File: src/rtl/mm_timer_pkg.sv
package mm_timer_pkg;
  typedef enum logic [1:0] {
    MODE_TIMER    = 2'b00,
    MODE_PERIOD   = 2'b01,
    MODE_EVENT    = 2'b10,
    MODE_PULSE_HL = 2'b11
  } mode_e;

  localparam int unsigned AW = 3;
  localparam logic [AW-1:0] A_CTRL   = 3'd0;
  localparam logic [AW-1:0] A_RELOAD = 3'd1;
  localparam logic [AW-1:0] A_COUNT  = 3'd2;
  localparam logic [AW-1:0] A_CAPT   = 3'd3;
  localparam logic [AW-1:0] A_FLAGS  = 3'd4;

  localparam int unsigned N_IRQ    = 2;
  localparam int unsigned IRQ_TMR  = 0;
  localparam int unsigned IRQ_EDGE = 1;
endpackage

File: src/rtl/mm_timer_edge.sv
module mm_timer_edge #(
  parameter int unsigned STAGES = 2
) (
  input  logic clk_i,
  input  logic rst_ni,
  input  logic pin_i,
  output logic rise_o,
  output logic fall_o
);
  logic [STAGES-1:0] sync_q;
  logic              prev_q;
  logic              level;

  always_ff @(posedge clk_i or negedge rst_ni) begin
    if (!rst_ni) begin
      sync_q <= '0;
      prev_q <= 1'b0;
    end else begin
      sync_q <= {sync_q[STAGES-2:0], pin_i};
      prev_q <= level;
    end
  end

  assign level  = sync_q[STAGES-1];
  assign rise_o = level & ~prev_q;
  assign fall_o = ~level & prev_q;

  assert_single_rise_R9: assert property (@(posedge clk_i) disable iff (!rst_ni)
    rise_o |=> !rise_o);
  assert_single_fall_R9: assert property (@(posedge clk_i) disable iff (!rst_ni)
    fall_o |=> !fall_o);
endmodule

File: src/rtl/mm_timer_cnt.sv
module mm_timer_cnt #(
  parameter int unsigned W = 16
) (
  input  logic         clk_i,
  input  logic         rst_ni,
  input  logic         run_i,
  input  logic         cnt_en_i,
  input  logic         restart_i,
  input  logic         load_i,
  input  logic [W-1:0] load_val_i,
  input  logic [W-1:0] reload_i,
  output logic [W-1:0] cnt_o,
  output logic [W-1:0] cap_o,
  output logic         uf_o
);
  logic [W-1:0] cnt_q, cap_q;
  logic         uf_q;

  always_ff @(posedge clk_i or negedge rst_ni) begin
    if (!rst_ni) begin
      cnt_q <= '1;
      cap_q <= '0;
      uf_q  <= 1'b0;
    end else begin
      uf_q <= 1'b0;
      if (load_i) begin
        cnt_q <= load_val_i;
      end else if (run_i) begin
        if (restart_i) begin
          cap_q <= cnt_q;
          cnt_q <= reload_i;
        end else if (cnt_en_i) begin
          if (cnt_q == '0) begin
            cnt_q <= reload_i;
            uf_q  <= 1'b1;
          end else begin
            cnt_q <= cnt_q - 1'b1;
          end
        end
      end
    end
  end

  assign cnt_o = cnt_q;
  assign cap_o = cap_q;
  assign uf_o  = uf_q;

  assert_hold_when_stopped_R3: assert property (@(posedge clk_i) disable iff (!rst_ni)
    (!run_i && !load_i) |=> ($stable(cnt_q) && $stable(cap_q)));
  assert_uf_from_zero_R2: assert property (@(posedge clk_i) disable iff (!rst_ni)
    uf_q |-> ($past(cnt_q) == '0 && $past(run_i)));
endmodule

File: src/rtl/mm_timer_flags.sv
module mm_timer_flags #(
  parameter int unsigned N = 2
) (
  input  logic         clk_i,
  input  logic         rst_ni,
  input  logic [N-1:0] set_i,
  input  logic [N-1:0] clr_i,
  output logic [N-1:0] flags_o
);
  logic [N-1:0] flag_q;

  for (genvar i = 0; i < N; i++) begin : g_flag
    always_ff @(posedge clk_i or negedge rst_ni) begin
      if (!rst_ni)        flag_q[i] <= 1'b0;
      else if (set_i[i])  flag_q[i] <= 1'b1;
      else if (clr_i[i])  flag_q[i] <= 1'b0;
    end

    assert_flag_set_R10: assert property (@(posedge clk_i) disable iff (!rst_ni)
      set_i[i] |=> flag_q[i]);
    assert_flag_sticky_R10: assert property (@(posedge clk_i) disable iff (!rst_ni)
      (flag_q[i] && !clr_i[i]) |=> flag_q[i]);
  end

  assign flags_o = flag_q;
endmodule

File: src/rtl/mm_timer.sv
module mm_timer
  import mm_timer_pkg::*;
#(
  parameter int unsigned W           = 16,
  parameter int unsigned SYNC_STAGES = 2
) (
  input  logic          clk_i,
  input  logic          rst_ni,
  input  logic          tick_i,
  input  logic          cntr_i,
  input  logic          we_i,
  input  logic [AW-1:0] addr_i,
  input  logic [W-1:0]  wdata_i,
  output logic [W-1:0]  rdata_o,
  output logic          irq_tmr_o,
  output logic          irq_edge_o
);
  mode_e        mode_q;
  logic         esel_q, stop_q, irq_edge_q;
  logic [W-1:0] reload_q, cnt, cap;
  logic         rise, fall, uf, sel_edge, ev_edge, cnt_en, restart, load;
  logic [N_IRQ-1:0] flag_set, flag_clr, flags;

  mm_timer_edge #(.STAGES(SYNC_STAGES)) u_edge (
    .clk_i, .rst_ni, .pin_i(cntr_i), .rise_o(rise), .fall_o(fall)
  );

  // shared polarity: edge irq and period measure; event counting uses the opposite
  assign sel_edge = esel_q ? rise : fall;
  assign ev_edge  = esel_q ? fall : rise;
  assign cnt_en   = (mode_q == MODE_EVENT) ? ev_edge : tick_i;
  assign restart  = ((mode_q == MODE_PERIOD) && sel_edge) ||
                    ((mode_q == MODE_PULSE_HL) && (rise || fall));
  assign load     = we_i && (addr_i == A_RELOAD) && stop_q;

  mm_timer_cnt #(.W(W)) u_cnt (
    .clk_i, .rst_ni,
    .run_i(!stop_q), .cnt_en_i(cnt_en), .restart_i(restart),
    .load_i(load), .load_val_i(wdata_i), .reload_i(reload_q),
    .cnt_o(cnt), .cap_o(cap), .uf_o(uf)
  );

  always_ff @(posedge clk_i or negedge rst_ni) begin
    if (!rst_ni) begin
      mode_q     <= MODE_TIMER;
      esel_q     <= 1'b0;
      stop_q     <= 1'b0;
      reload_q   <= '1;
      irq_edge_q <= 1'b0;
    end else begin
      irq_edge_q <= (mode_q == MODE_PULSE_HL) ? (rise || fall) : sel_edge;
      if (we_i && addr_i == A_CTRL) begin
        mode_q <= mode_e'(wdata_i[5:4]);
        esel_q <= wdata_i[6];
        stop_q <= wdata_i[7];
      end
      if (we_i && addr_i == A_RELOAD) reload_q <= wdata_i;
    end
  end

  always_comb begin
    flag_set           = '0;
    flag_set[IRQ_TMR]  = uf;
    flag_set[IRQ_EDGE] = irq_edge_q;
    flag_clr           = (we_i && addr_i == A_FLAGS) ? wdata_i[N_IRQ-1:0] : '0;
  end

  mm_timer_flags #(.N(N_IRQ)) u_flags (
    .clk_i, .rst_ni, .set_i(flag_set), .clr_i(flag_clr), .flags_o(flags)
  );

  always_comb begin
    rdata_o = '0;
    case (addr_i)
      A_CTRL:   rdata_o[7:4] = {stop_q, esel_q, mode_q};
      A_RELOAD: rdata_o = reload_q;
      A_COUNT:  rdata_o = cnt;
      A_CAPT:   rdata_o = cap;
      A_FLAGS:  rdata_o[N_IRQ-1:0] = flags;
      default:  rdata_o = '0;
    endcase
  end

  assign irq_tmr_o  = uf;
  assign irq_edge_o = irq_edge_q;

  assert_hl_both_edges_R8: assert property (@(posedge clk_i) disable iff (!rst_ni)
    ((mode_q == MODE_PULSE_HL) && (rise || fall)) |=> irq_edge_o);
  assert_event_ignores_tick_R5: assert property (@(posedge clk_i) disable iff (!rst_ni)
    ((mode_q == MODE_EVENT) && !ev_edge && !load) |=> $stable(cnt));
endmodule

File: config.mk
export PLATFORM = sky130hd
export DESIGN_NAME = mm_timer
export DESIGN_NICKNAME = d
export VERILOG_FILES = /design/src/rtl/mm_timer_pkg.sv /design/src/rtl/mm_timer_edge.sv /design/src/rtl/mm_timer_cnt.sv /design/src/rtl/mm_timer_flags.sv /design/src/rtl/mm_timer.sv
export SDC_FILE = /design/constraint.sdc
export NUM_CORES = 1
export LEC_CHECK = 0
export BUFFER_PORTS_ARGS = -buffer_cell sky130_fd_sc_hd__buf_2
export CAP_MARGIN = 20
export CORE_AREA = 3 3 90 92
export CTS_BUF_LIST = sky130_fd_sc_hd__clkbuf_8
export DETAILED_ROUTE_END_ITERATION = 8
export DIE_AREA = 0 0 93 95
export PLACE_DENSITY = 0.75
export REMOVE_ABC_BUFFERS = 1
export SLEW_MARGIN = 0
export SYNTH_ARGS = -nofsm -noshare
export SYNTH_HDL_FRONTEND = slang
export SYNTH_SLANG_ARGS = --single-unit
File: constraint.sdc
create_clock -name clk_i -period 3.5 [get_ports clk_i]
set_input_delay 0.7 -clock clk_i [delete_from_list [all_inputs] [get_ports clk_i]]
set_output_delay 0.7 -clock clk_i [all_outputs]
set_load 0.1 [all_outputs]
==> out/metrics.csv, run 1 <==
stage,metric,value,unit
status,status,completed,
synthesis,syn_area,0.00352,mm2
power,seq_power_share,38.8,%
timing,finalCritPeriodShare,82.8,%
routing,post_drt_wl_per_cell,17.0,um
die,io_pins,42,
clocking,clkLatencyLatePin,340,ps
worst_setup_path,critical-path-max-stage-delay,440,ps
placement,port_buffers,41,
timing,slew_headroom,33.6,%
timing,rsz0062_at_grt,no,
power,pwr-share-clk,24.6,%
min_path,hold_class,flop to flop,
worst_setup_path,timing.rr.end,u_cnt.cnt_o[4]$_DFFE_PN1P_,
routing,dr_total_vias,2695,
synthesis,synth_compound_area_share,12.0,%
routing,drcViolationCount,0,
worst_setup_path,path_common_cell,buf_2,
layout,drive_above_1_share,40.3,%
power,p_sw_share,37.9,%
die,dieHeight,95,um
clocking,cts_setup_buffers,0,
global_route,grt_util_all_layers,19.8,%
worst_setup_path,crit_fanout,21,
synthesis,synth_xor_area_share,3.24,%
synthesis,synth_edf_count,0,
timing,setup_viol,0,
timing,fmax,345,MHz
global_route,grt_pass1_wl,13500,um
clocking,cts_buffer_depth,2,
worst_setup_path,arrival,2200,ps
synthesis,synth_flop_cell,dfstp_2,
worst_setup_path,setup.worst_path.class,input port to output port,
timing,hold_violations,0,
placement,placedCellCount,455,
synthesis,synth.distinct_cells,54,
global_route,grt_max_degree,60,
timing,worst_pin_slew,983,ps
routing,drtIter0Drc,154,
synthesis,synth_top_family_by_area,simple AND/OR/NAND/NOR gates,
layout,nNetsFinal,395,
worst_setup_path,reg2reg_depth,8,
routing,wl_met1,3500,um
run,maxCapViolations,0,
timing,fin_crit,2900,ps
routing,totalWireLength,8000,um
die,die_area,0.00884,mm2
routing,met2_length,3890,um
synthesis,yosys_warnings,0,
power,p_switching,1230,uW
min_path,hold_start,u_edge.sync_q[0]$_DFF_PN0_,
clocking,tritoncts,yes,
die,start_util,48.2,%
routing,antenna_left,0,
synthesis,synth_fa_ha_area_share,1.42,%
layout,syn_to_final_growth,14.2,%
clocking,cts_resized,0,
min_path,hold_depth,0,
layout,fin_area,0.00402,mm2
power,p_int,2020,uW
synthesis,synth_mux_area_share,16.9,%
routing,drt-pass1-iter-count,4,
global_route,antenna_found_initial,0,
layout,layout_common_cells,"41 x buf_2, 39 x mux2_2, 32 x dfstp_2",
worst_setup_path,endpoint_kind,output port,
placement,place_area,0.00376,mm2
clocking,cts.sinks,59,
placement,routabilityCongestion,0.802,
worst_setup_path,reg2reg_slack,1140,ps
global_route,first_global_vias,2684,
synthesis,synthCells,333,
power,max-vdd-ir-drop,0.294,mV
synthesis,async_reset_ff_share,100,%
timing,fin_tns_setup,0,ps
worst_setup_path,setup.worst_path.start_class,input port,
worst_setup_path,reg2reg_from,u_edge.sync_q[1]$_DFF_PN0_,
die,rows,31,
power,leakagePower,0.00166,uW
timing,maxSlewViolCount,0,
layout,mostFrequentLayoutCell,buf_2,
clocking,hold_buffers,0,
clocking,clock-root-buffer,clkbuf_8,
die,coreArea,0.00729,mm2
power,p_per_area,810,mW/mm2
worst_setup_path,required,2800,ps
die,die_w,93,um
routing,top_layer_used,met4,
clocking,cts_buffers,9,
routing,wl_met3,420,um
worst_setup_path,crit_chain,buf_2 -> nor2b_1 -> a22oi_1 -> o21ai_0 -> buf_2,
power,p_comb_share,36.5,%
synthesis,synth_seq_cells,59,
synthesis,yosysSeqAreaShare,43.1,%
placement,hpwlAfterDp,5360,um
synthesis,synth-simple-area-share,18.5,%
power,power,3260,uW
worst_setup_path,cp_slowest_cell,buf_2,
clocking,clk_pin_slew_worst_paths,70,ps
layout,n_fill_cell,685,
min_path,min_to,u_edge.sync_q[1]$_DFF_PN0_,
layout,num_antenna_cells,0,
clocking,htree_levels,3,
routing,viasPerCell,5.72,
layout,fin_cells,471,
global_route,gr-total-overflow,0,
synthesis,syn_area_per_cell,10.6,um2
timing,finalClockSkew,9.49,ps
==> cells by family after synthesis <==
group / Yosys count
adder cells (fa/ha/maj): 4
AND/OR/NAND/NOR: 115
flip-flops: 59
AO/OA/AOI/OAI: 60
buffers and inverters: 33
multiplexers: 49
XOR/XNOR: 13
==> stage by stage <==
stage | worst slack (ps) | hold WS [ps] | utilization (%)
after floorplan | -381 | 331 | -
after CTS | 579 | 376 | 55.1
final | 603 | 368 | 55.1
after global routing | 358 | 374 | 55.1
after detailed placement | 563 | 361 | 51.5
after global placement | 637 | 332 | 51.5
==> state kept, by name, summed over array words and instances, names as in the netlist <==
register,count
esel_q,1
irq_edge_o,1
mode_q,2
reload_q,16
stop_q,1
u_cnt.cap_o,16
u_cnt.cnt_o,16
u_cnt.uf_o,1
u_edge.prev_q,1
u_edge.sync_q,2
u_flags.flags_o,2
==> power groups by stage <==
stage / Combinational, uW / Clock (uW) / Sequential (uW)
floorplan: 944 / 0 / 1220
global placement: 1160 / 0 / 1260
detailed placement: 1190 / 0 / 1270
CTS: 1200 / 811 / 1260
global route: 1310 / 838 / 1310
finish: 1190 / 801 / 1260
==> critical path, delay by kind of cell <==
| kind | cells | cell delay [ps] |
|---|---|---|
| AOI/OAI and AO/OA | 2 | 300 |
| buffers and inverters | 2 | 790 |
| and+or+nand+nor | 1 | 390 |
==> worst max-delay path by stage <==
stage	start	to	cells past startpoint
3_5_place_dp	addr_i[0]	rdata_o[1]	5
2_1_floorplan	addr_i[0]	rdata_o[0]	3
5_1_grt	addr_i[0]	rdata_o[1]	5
6_report	addr_i[0]	rdata_o[1]	5
4_1_cts	addr_i[0]	rdata_o[1]	5
3_3_place_gp	addr_i[0]	rdata_o[1]	5
==> layer usage <==
layer / track usage [%] / vias up
li1: - / 1273
met1: 26.2 / 1334
met2: 32.3 / 72
met3: 2.87 / 16
met4: 9.28 / 0
met5: 0 / -
==> cells in the mapped netlist (all sizes together), types with 2 or more instances <==
cell | instances | area [um2]
a211oi | 4 | 30.0
a21o | 2 | 15.0
a21oi | 12 | 60.1
a221o | 2 | 20.0
a22oi | 5 | 37.5
a31oi | 2 | 12.5
and3 | 8 | 50.1
buf | 17 | 109
clkbuf | 7 | 26.3
dfrtp | 27 | 676
dfstp | 32 | 841
ha | 4 | 50.1
inv | 9 | 33.8
mux2 | 40 | 454
mux2i | 5 | 50.1
mux4 | 4 | 90.1
nand2 | 27 | 109
nand3 | 4 | 20.0
nand3b | 7 | 52.6
nand4 | 4 | 40.0
nand4b | 2 | 17.5
nor2 | 28 | 105
nor2b | 8 | 52.6
nor3 | 13 | 65.1
nor3b | 3 | 22.5
nor4 | 6 | 73.8
o211ai | 3 | 27.5
o21ai | 18 | 93.8
o32a | 7 | 70.1
xnor2 | 5 | 43.8
xor2 | 8 | 70.1
==> layout make-up <==
type	instances	area [um2]	share of cell area, %
multi-input combinational	241	1830	45.6
timing repair buffer	47	250	6.23
tap	99	124	3.08
clock inverter	4	95.1	2.37
sequential	59	1520	37.8
inverter	9	33.8	0.841
clock buffer	12	165	4.11
No activity file was read; power rests on OpenSTA's default activity.
==> run 2: changes to the inputs <==
ABC_AREA = 1   (was unset)
PLACE_DENSITY = 0.74   (was 0.75)
clock period = 2.9 ns   (was 3.5 ns; I/O delays follow)
==> run 2 against run 1 <==
Critical path depth grew 2; total power increased by 8.9%; clock skew is 3.9 ps lower; combinational power up 23%; register-to-register slack worse by 500 ps.
==> out/metrics.csv, run 2 <==
stage,metric,value,unit
timing,fin_crit,2360,ps
worst_setup_path,reg2reg_depth,9,
routing,drtIter0Drc,220,
layout,syn_to_final_growth,19.6,%
timing,fin_tns_setup,0,ps
routing,antenna_left,0,
layout,nNetsFinal,539,
power,leakagePower,0.00206,uW
layout,num_antenna_cells,0,
synthesis,yosysTopAreaCellShare,24.1,%
routing,post_drt_wl_per_cell,13.9,um
clocking,cts_resized,0,
global_route,antenna_found_initial,0,
worst_setup_path,reg2reg_from,u_edge.sync_q[1]$_DFF_PN0_,
worst_setup_path,required,2320,ps
global_route,gr-total-overflow,0,
synthesis,synth.area.top_cells,"dfstp_2 24%, dfrtp_1 19%, nand2_1 16%",
timing,holdWs,19.3,ps
synthesis,synth_common_cells,"146 x nand2_1, 56 x inv_1, 43 x nor2_1",
layout,drive_above_1_share,22.9,%
global_route,first_global_vias,3219,
clocking,htree_levels,3,
power,power,3540,uW
power,seq_power_share,40.1,%
power,p_sw_share,42.5,%
routing,dr_total_vias,3214,
die,start_util,47.8,%
die,rows,31,
timing,fmax,423,MHz
synthesis,synthCells,469,
timing,worst_pin_slew,492,ps
synthesis,syn_area,0.00349,mm2
clocking,cts_buffers,9,
synthesis,async_reset_ff_share,100,%
synthesis,synth_seq_cells,59,
status,status,completed,
routing,drt-pass1-iter-count,5,
clocking,clk_pin_slew_worst_paths,60,ps
synthesis,synth_edf_count,0,
layout,layout_common_cells,"146 x nand2_1, 59 x inv_1, 43 x nor2_1",
clocking,cts_buffer_depth,2,
timing,rsz0062_at_grt,no,
timing,maxSlewViolCount,0,
layout,fin_cells,615,
worst_setup_path,endpoint_kind,output port,
synthesis,synth_most_common_cell,nand2_1,
die,io_pins,42,
die,dieHeight,95,um
synthesis,syn_area_per_cell,7.43,um2
synthesis,yosys_warnings,0,
min_path,hold_class,input port to asynchronous set/reset pin,
global_route,grt_pass1_wl,14900,um
timing,finalCritPeriodShare,81.4,%
power,p_int,2040,uW
power,pwr-share-clk,18.8,%
worst_setup_path,arrival,1780,ps
routing,wl_met1,3730,um
power,p_per_area,850,mW/mm2
clocking,cts_setup_buffers,0,
worst_setup_path,timing.rr.end,u_cnt.cnt_o[8]$_DFFE_PN1P_,
global_route,grt_util_all_layers,21.7,%
layout,mostFrequentLayoutCell,nand2_1,
clocking,tritoncts,yes,
synthesis,yosys.area.top_type,dfstp_2,
power,p_switching,1510,uW
routing,top_layer_used,met4,
timing,hold_violations,0,
die,coreArea,0.00729,mm2
placement,hpwlAfterDp,6020,um
routing,drcViolationCount,0,
power,max-vdd-ir-drop,0.318,mV
timing,slew_headroom,67.4,%
routing,met2_length,4110,um
clocking,cts.sinks,59,
worst_setup_path,setup.worst_path.start_class,input port,
timing,setup_viol,0,
run,maxCapViolations,0,
worst_setup_path,reg2reg_slack,640,ps
die,die_w,93,um
routing,wl_met3,461,um
layout,utilization,57.2,%
power,p_comb_share,41.1,%
placement,port_buffers,41,
global_route,grt_max_degree,34,
routing,viasPerCell,5.23,
clocking,clkLatencyLatePin,340,ps
worst_setup_path,setup.worst_path.class,input port to output port,
clocking,clock-root-buffer,clkbuf_8,
worst_setup_path,crit_fanout,11,
placement,routabilityCongestion,0.858,
synthesis,synth.distinct_cells,34,
synthesis,synth_flop_cell,dfstp_2,
placement,placedCellCount,599,
clocking,hold_buffers,0,
die,die_area,0.00884,mm2
synthesis,yosysSeqAreaShare,43.5,%
timing,finalClockSkew,5.63,ps
routing,totalWireLength,8520,um
## run 2: kinds of logic (layout without fill, tap and decap cells)
logic type	Yosys count	in the layout	share of synthesized area (%)
DFF	59	59	43.5
buffers and inverters	78	125	9.91
and+or+nand+nor	243	243	30.5
AOI/OAI and AO/OA	81	81	13.6
adders and majority gates	4	4	1.44
xor gates and xnor gates	4	4	1.01
## run 2: layer usage
layer | track usage, % | vias to the layer above
met5 | 0 | -
met4 | 10.6 | 0
met3 | 4.14 | 19
met2 | 36.6 | 98
met1 | 26.6 | 1512
li1 | - | 1585
## run 2: critical path, cell delays in order
cell and delay, ps:
buf_2 120, inv_1 50, nand2_1 50, nor2_1 150, inv_1 240, o221ai_1 360, buf_12 220
## run 2: area by class of cell
cell class                 count  area, um2
sequential                    59       1520
clock buffer                  11        151
clock inverter                 5       21.3
multi-input combinational    332       1620
inverter                      62        243
tap                           99        124
timing repair buffer          47        490
fill                         704       3120
## run 2: power groups by stage
stage	Combinational (uW)	Clock (uW)	Sequential, uW
after floorplan	1040	0	1390
after global placement	1410	0	1420
after detailed placement	1450	0	1430
after CTS	1460	679	1420
after global routing	1630	725	1460
final	1460	667	1420
## run 2: worst max path at each step
stage / from / endpoint / slack [ps]
2_1_floorplan: addr_i[2] / rdata_o[13] / -350
3_3_place_gp: addr_i[2] / rdata_o[13] / 520
3_5_place_dp: addr_i[2] / rdata_o[2] / 500
4_1_cts: addr_i[2] / rdata_o[13] / 490
5_1_grt: addr_i[2] / rdata_o[13] / 450
6_report: addr_i[2] / rdata_o[2] / 540
## run 2: metrics by stage
| step | setup WS [ps] | instance area [um2] |
|---|---|---|
| floorplan | -355 | 3380 |
| global placement | 516 | 4000 |
| detailed placement | 500 | 4000 |
| CTS | 492 | 4170 |
| global route | 455 | 4170 |
| finish | 538 | 4170 |
==> run 3: changes to the inputs <==
PLACE_DENSITY = 0.77   (was 0.74)
clock period = 1.96 ns   (was 2.9 ns; I/O delays follow)
==> run 3 against run 2 <==
Register-to-register slack worse by 440 ps; critical path depth up 2; sequential power up 49%; global-route usage up 0.16 points; utilization up 3.3 points; final cell count up 1.3%; total power up 62%; combinational power up 55%; flip-flop and latch count unchanged; wire length up 5.7%; setup slack worse by 490 ps.
==> out/metrics.csv, run 3 (synthesis gave the netlist of run 2 again) <==
stage,metric,value,unit
worst_setup_path,setup.worst_path.class,input port to output port,
die,die_w,93,um
timing,fin_tns_setup,0,ps
global_route,grt_util_met3,6.53,%
timing,fin_crit,1910,ps
die,start_util,47.8,%
layout,fin_cells,623,
routing,viasPerCell,5.24,
routing,drcViolationCount,0,
timing,maxSlewViolCount,0,
worst_setup_path,cp_slowest_cell,buf_12,
routing,drtIter0Drc,189,
timing,finalCritPeriodShare,97.3,%
worst_setup_path,crit_fanout,6,
placement,port_buffers,41,
timing,setup_slack,52.0,ps
routing,antenna_left,0,
timing,finalClockSkew,6.80,ps
layout,num_antenna_cells,0,
routing,drt-pass1-iter-count,4,
worst_setup_path,arrival,1520,ps
layout,mostFrequentLayoutCell,nand2_1,
clocking,cts_buffer_depth,2,
layout,drive_above_1_share,26.0,%
worst_setup_path,setup.worst_path.start_class,input port,
layout,fin_area,0.00441,mm2
worst_setup_path,cp.buffers_inverters,5,
timing,slew_headroom,67.3,%
placement,place_area,0.00410,mm2
global_route,grt_util_all_layers,21.8,%
routing,post_drt_wl_per_cell,14.5,um
global_route,grt_pass1_wl,14900,um
clocking,clock-root-buffer,clkbuf_8,
timing,setup_viol,0,
clocking,cts.sinks,59,
clocking,clk_pin_slew_worst_paths,70,ps
global_route,use_met1,26.5,%
layout,nNetsFinal,547,
placement,hpwlAfterDp,6320,um
global_route,first_global_vias,3171,
placement,post-place-ws,-48.0,ps
worst_setup_path,required,1570,ps
global_route,gr-total-overflow,0,
status,status,completed,
global_route,top_usage_layer,met2,
timing,holdWs,37.7,ps
routing,totalWireLength,9010,um
clocking,clkLatencyLatePin,350,ps
die,dieHeight,95,um
layout,syn_to_final_growth,26.6,%
power,max-vdd-ir-drop,0.536,mV
die,rows,31,
die,die_area,0.00884,mm2
timing,hold_violations,0,
clocking,tritoncts,yes,
worst_setup_path,endpoint_kind,output port,
global_route,antenna_found_initial,0,
placement,routabilityCongestion,0.858,
power,leakagePower,0.00217,uW
run,maxCapViolations,0,
global_route,grt_use_met2,37.0,%
die,coreArea,0.00729,mm2
timing,worst_pin_slew,493,ps
layout,layout_common_cells,"146 x nand2_1, 56 x inv_1, 42 x nor2_1",
clocking,htree_levels,3,
worst_setup_path,critical-path-max-stage-delay,220,ps
min_path,hold_class,input port to asynchronous set/reset pin,
worst_setup_path,crit_family,buffers and inverters,
global_route,grt_max_degree,60,
routing,dr_total_vias,3267,
worst_setup_path,crit_chain,buf_2 -> inv_1 -> nand2_1 -> nor2_1 -> buf_4 -> buf_4 -> nand2_1 -> o211ai_1 -> buf_12,
clocking,cts_buffers,9,
placement,placedCellCount,606,
die,io_pins,42,
timing,fmax,524,MHz
power,p_per_area,1300,mW/mm2
==> run 3: cell count changes in the layout (fill, tap and decap cells not counted), moves of 2 or more <==
cell | previous run | this run
bufinv_16 | 0 | 3
inv_4 | 2 | 4
o221ai_2 | 0 | 5
buf_4 | 6 | 10
o221ai_1 | 8 | 3
buf_12 | 16 | 19
inv_1 | 59 | 56
==> run 3: cell type report <==
class / instances / area [um2]
Fill cell: 671 / 2880
Multi-Input combinational cell: 332 / 1680
Sequential cell: 59 / 1520
Timing Repair Buffer: 55 / 606
Inverter: 62 / 248
Clock buffer: 10 / 138
Tap cell: 99 / 124
Clock inverter: 6 / 104
==> run 3: where the power goes <==
| part | total [uW] | switching, uW | internal (uW) |
|---|---|---|---|
| Clock | 1360 | 491 | 870 |
| Combinational | 2260 | 1460 | 805 |
| Sequential | 2110 | 352 | 1760 |
==> run 3: what timing repair did <==
action | in CTS | in global routing
setup endpoints to repair | 9 | 17
hold buffers | 0 | 0
pin swaps | 1 | 1
resized for setup | 1 | 13
buffers inserted | 0 | 1
cloned | 0 | 0
==> run 3: metrics by stage <==
step	utilization, %	power [uW]
after global placement	56.2	4230
after CTS	59.5	5690
after global routing	60.5	6130
final	60.5	5740
after detailed placement	56.2	4310
after floorplan	-	3590
==> run 3: worst paths after layout <==
kind,cells past startpoint,startpoint,endpoint,slack (ps)
max in group asynchronous,2,rst_ni,reload_q[8]$_DFFE_PN1P_,1590
min,2,rst_ni,stop_q$_DFFE_PN0P_,40
min in group clk_i,1,cntr_i,u_edge.sync_q[0]$_DFF_PN0_,150
min reg2reg,0,u_edge.sync_q[0]$_DFF_PN0_,u_edge.sync_q[1]$_DFF_PN0_,360
max,9,addr_i[2],rdata_o[10],50
max reg2reg,11,u_cnt.cnt_o[0]$_DFFE_PN1P_,u_cnt.cnt_o[0]$_DFFE_PN1P_,200
==> run 3: layer usage <==
layer | up-vias | routed length (um)
met5 | - | 0
met4 | 0 | 199
met3 | 18 | 527
met2 | 106 | 4460
met1 | 1543 | 3820
li1 | 1600 | -
==> run 3: worst reg2reg max path: stages, from the launching register on <==
cell and delay (ps):
dfstp_2 540, inv_1 120, ha_1 240, nand3_1 110, nor2_2 60, nand2_4 120
nand2_8 140, inv_6 120, nand2_1 60, nand3_1 80, nand2_1 50, nand2_1 50
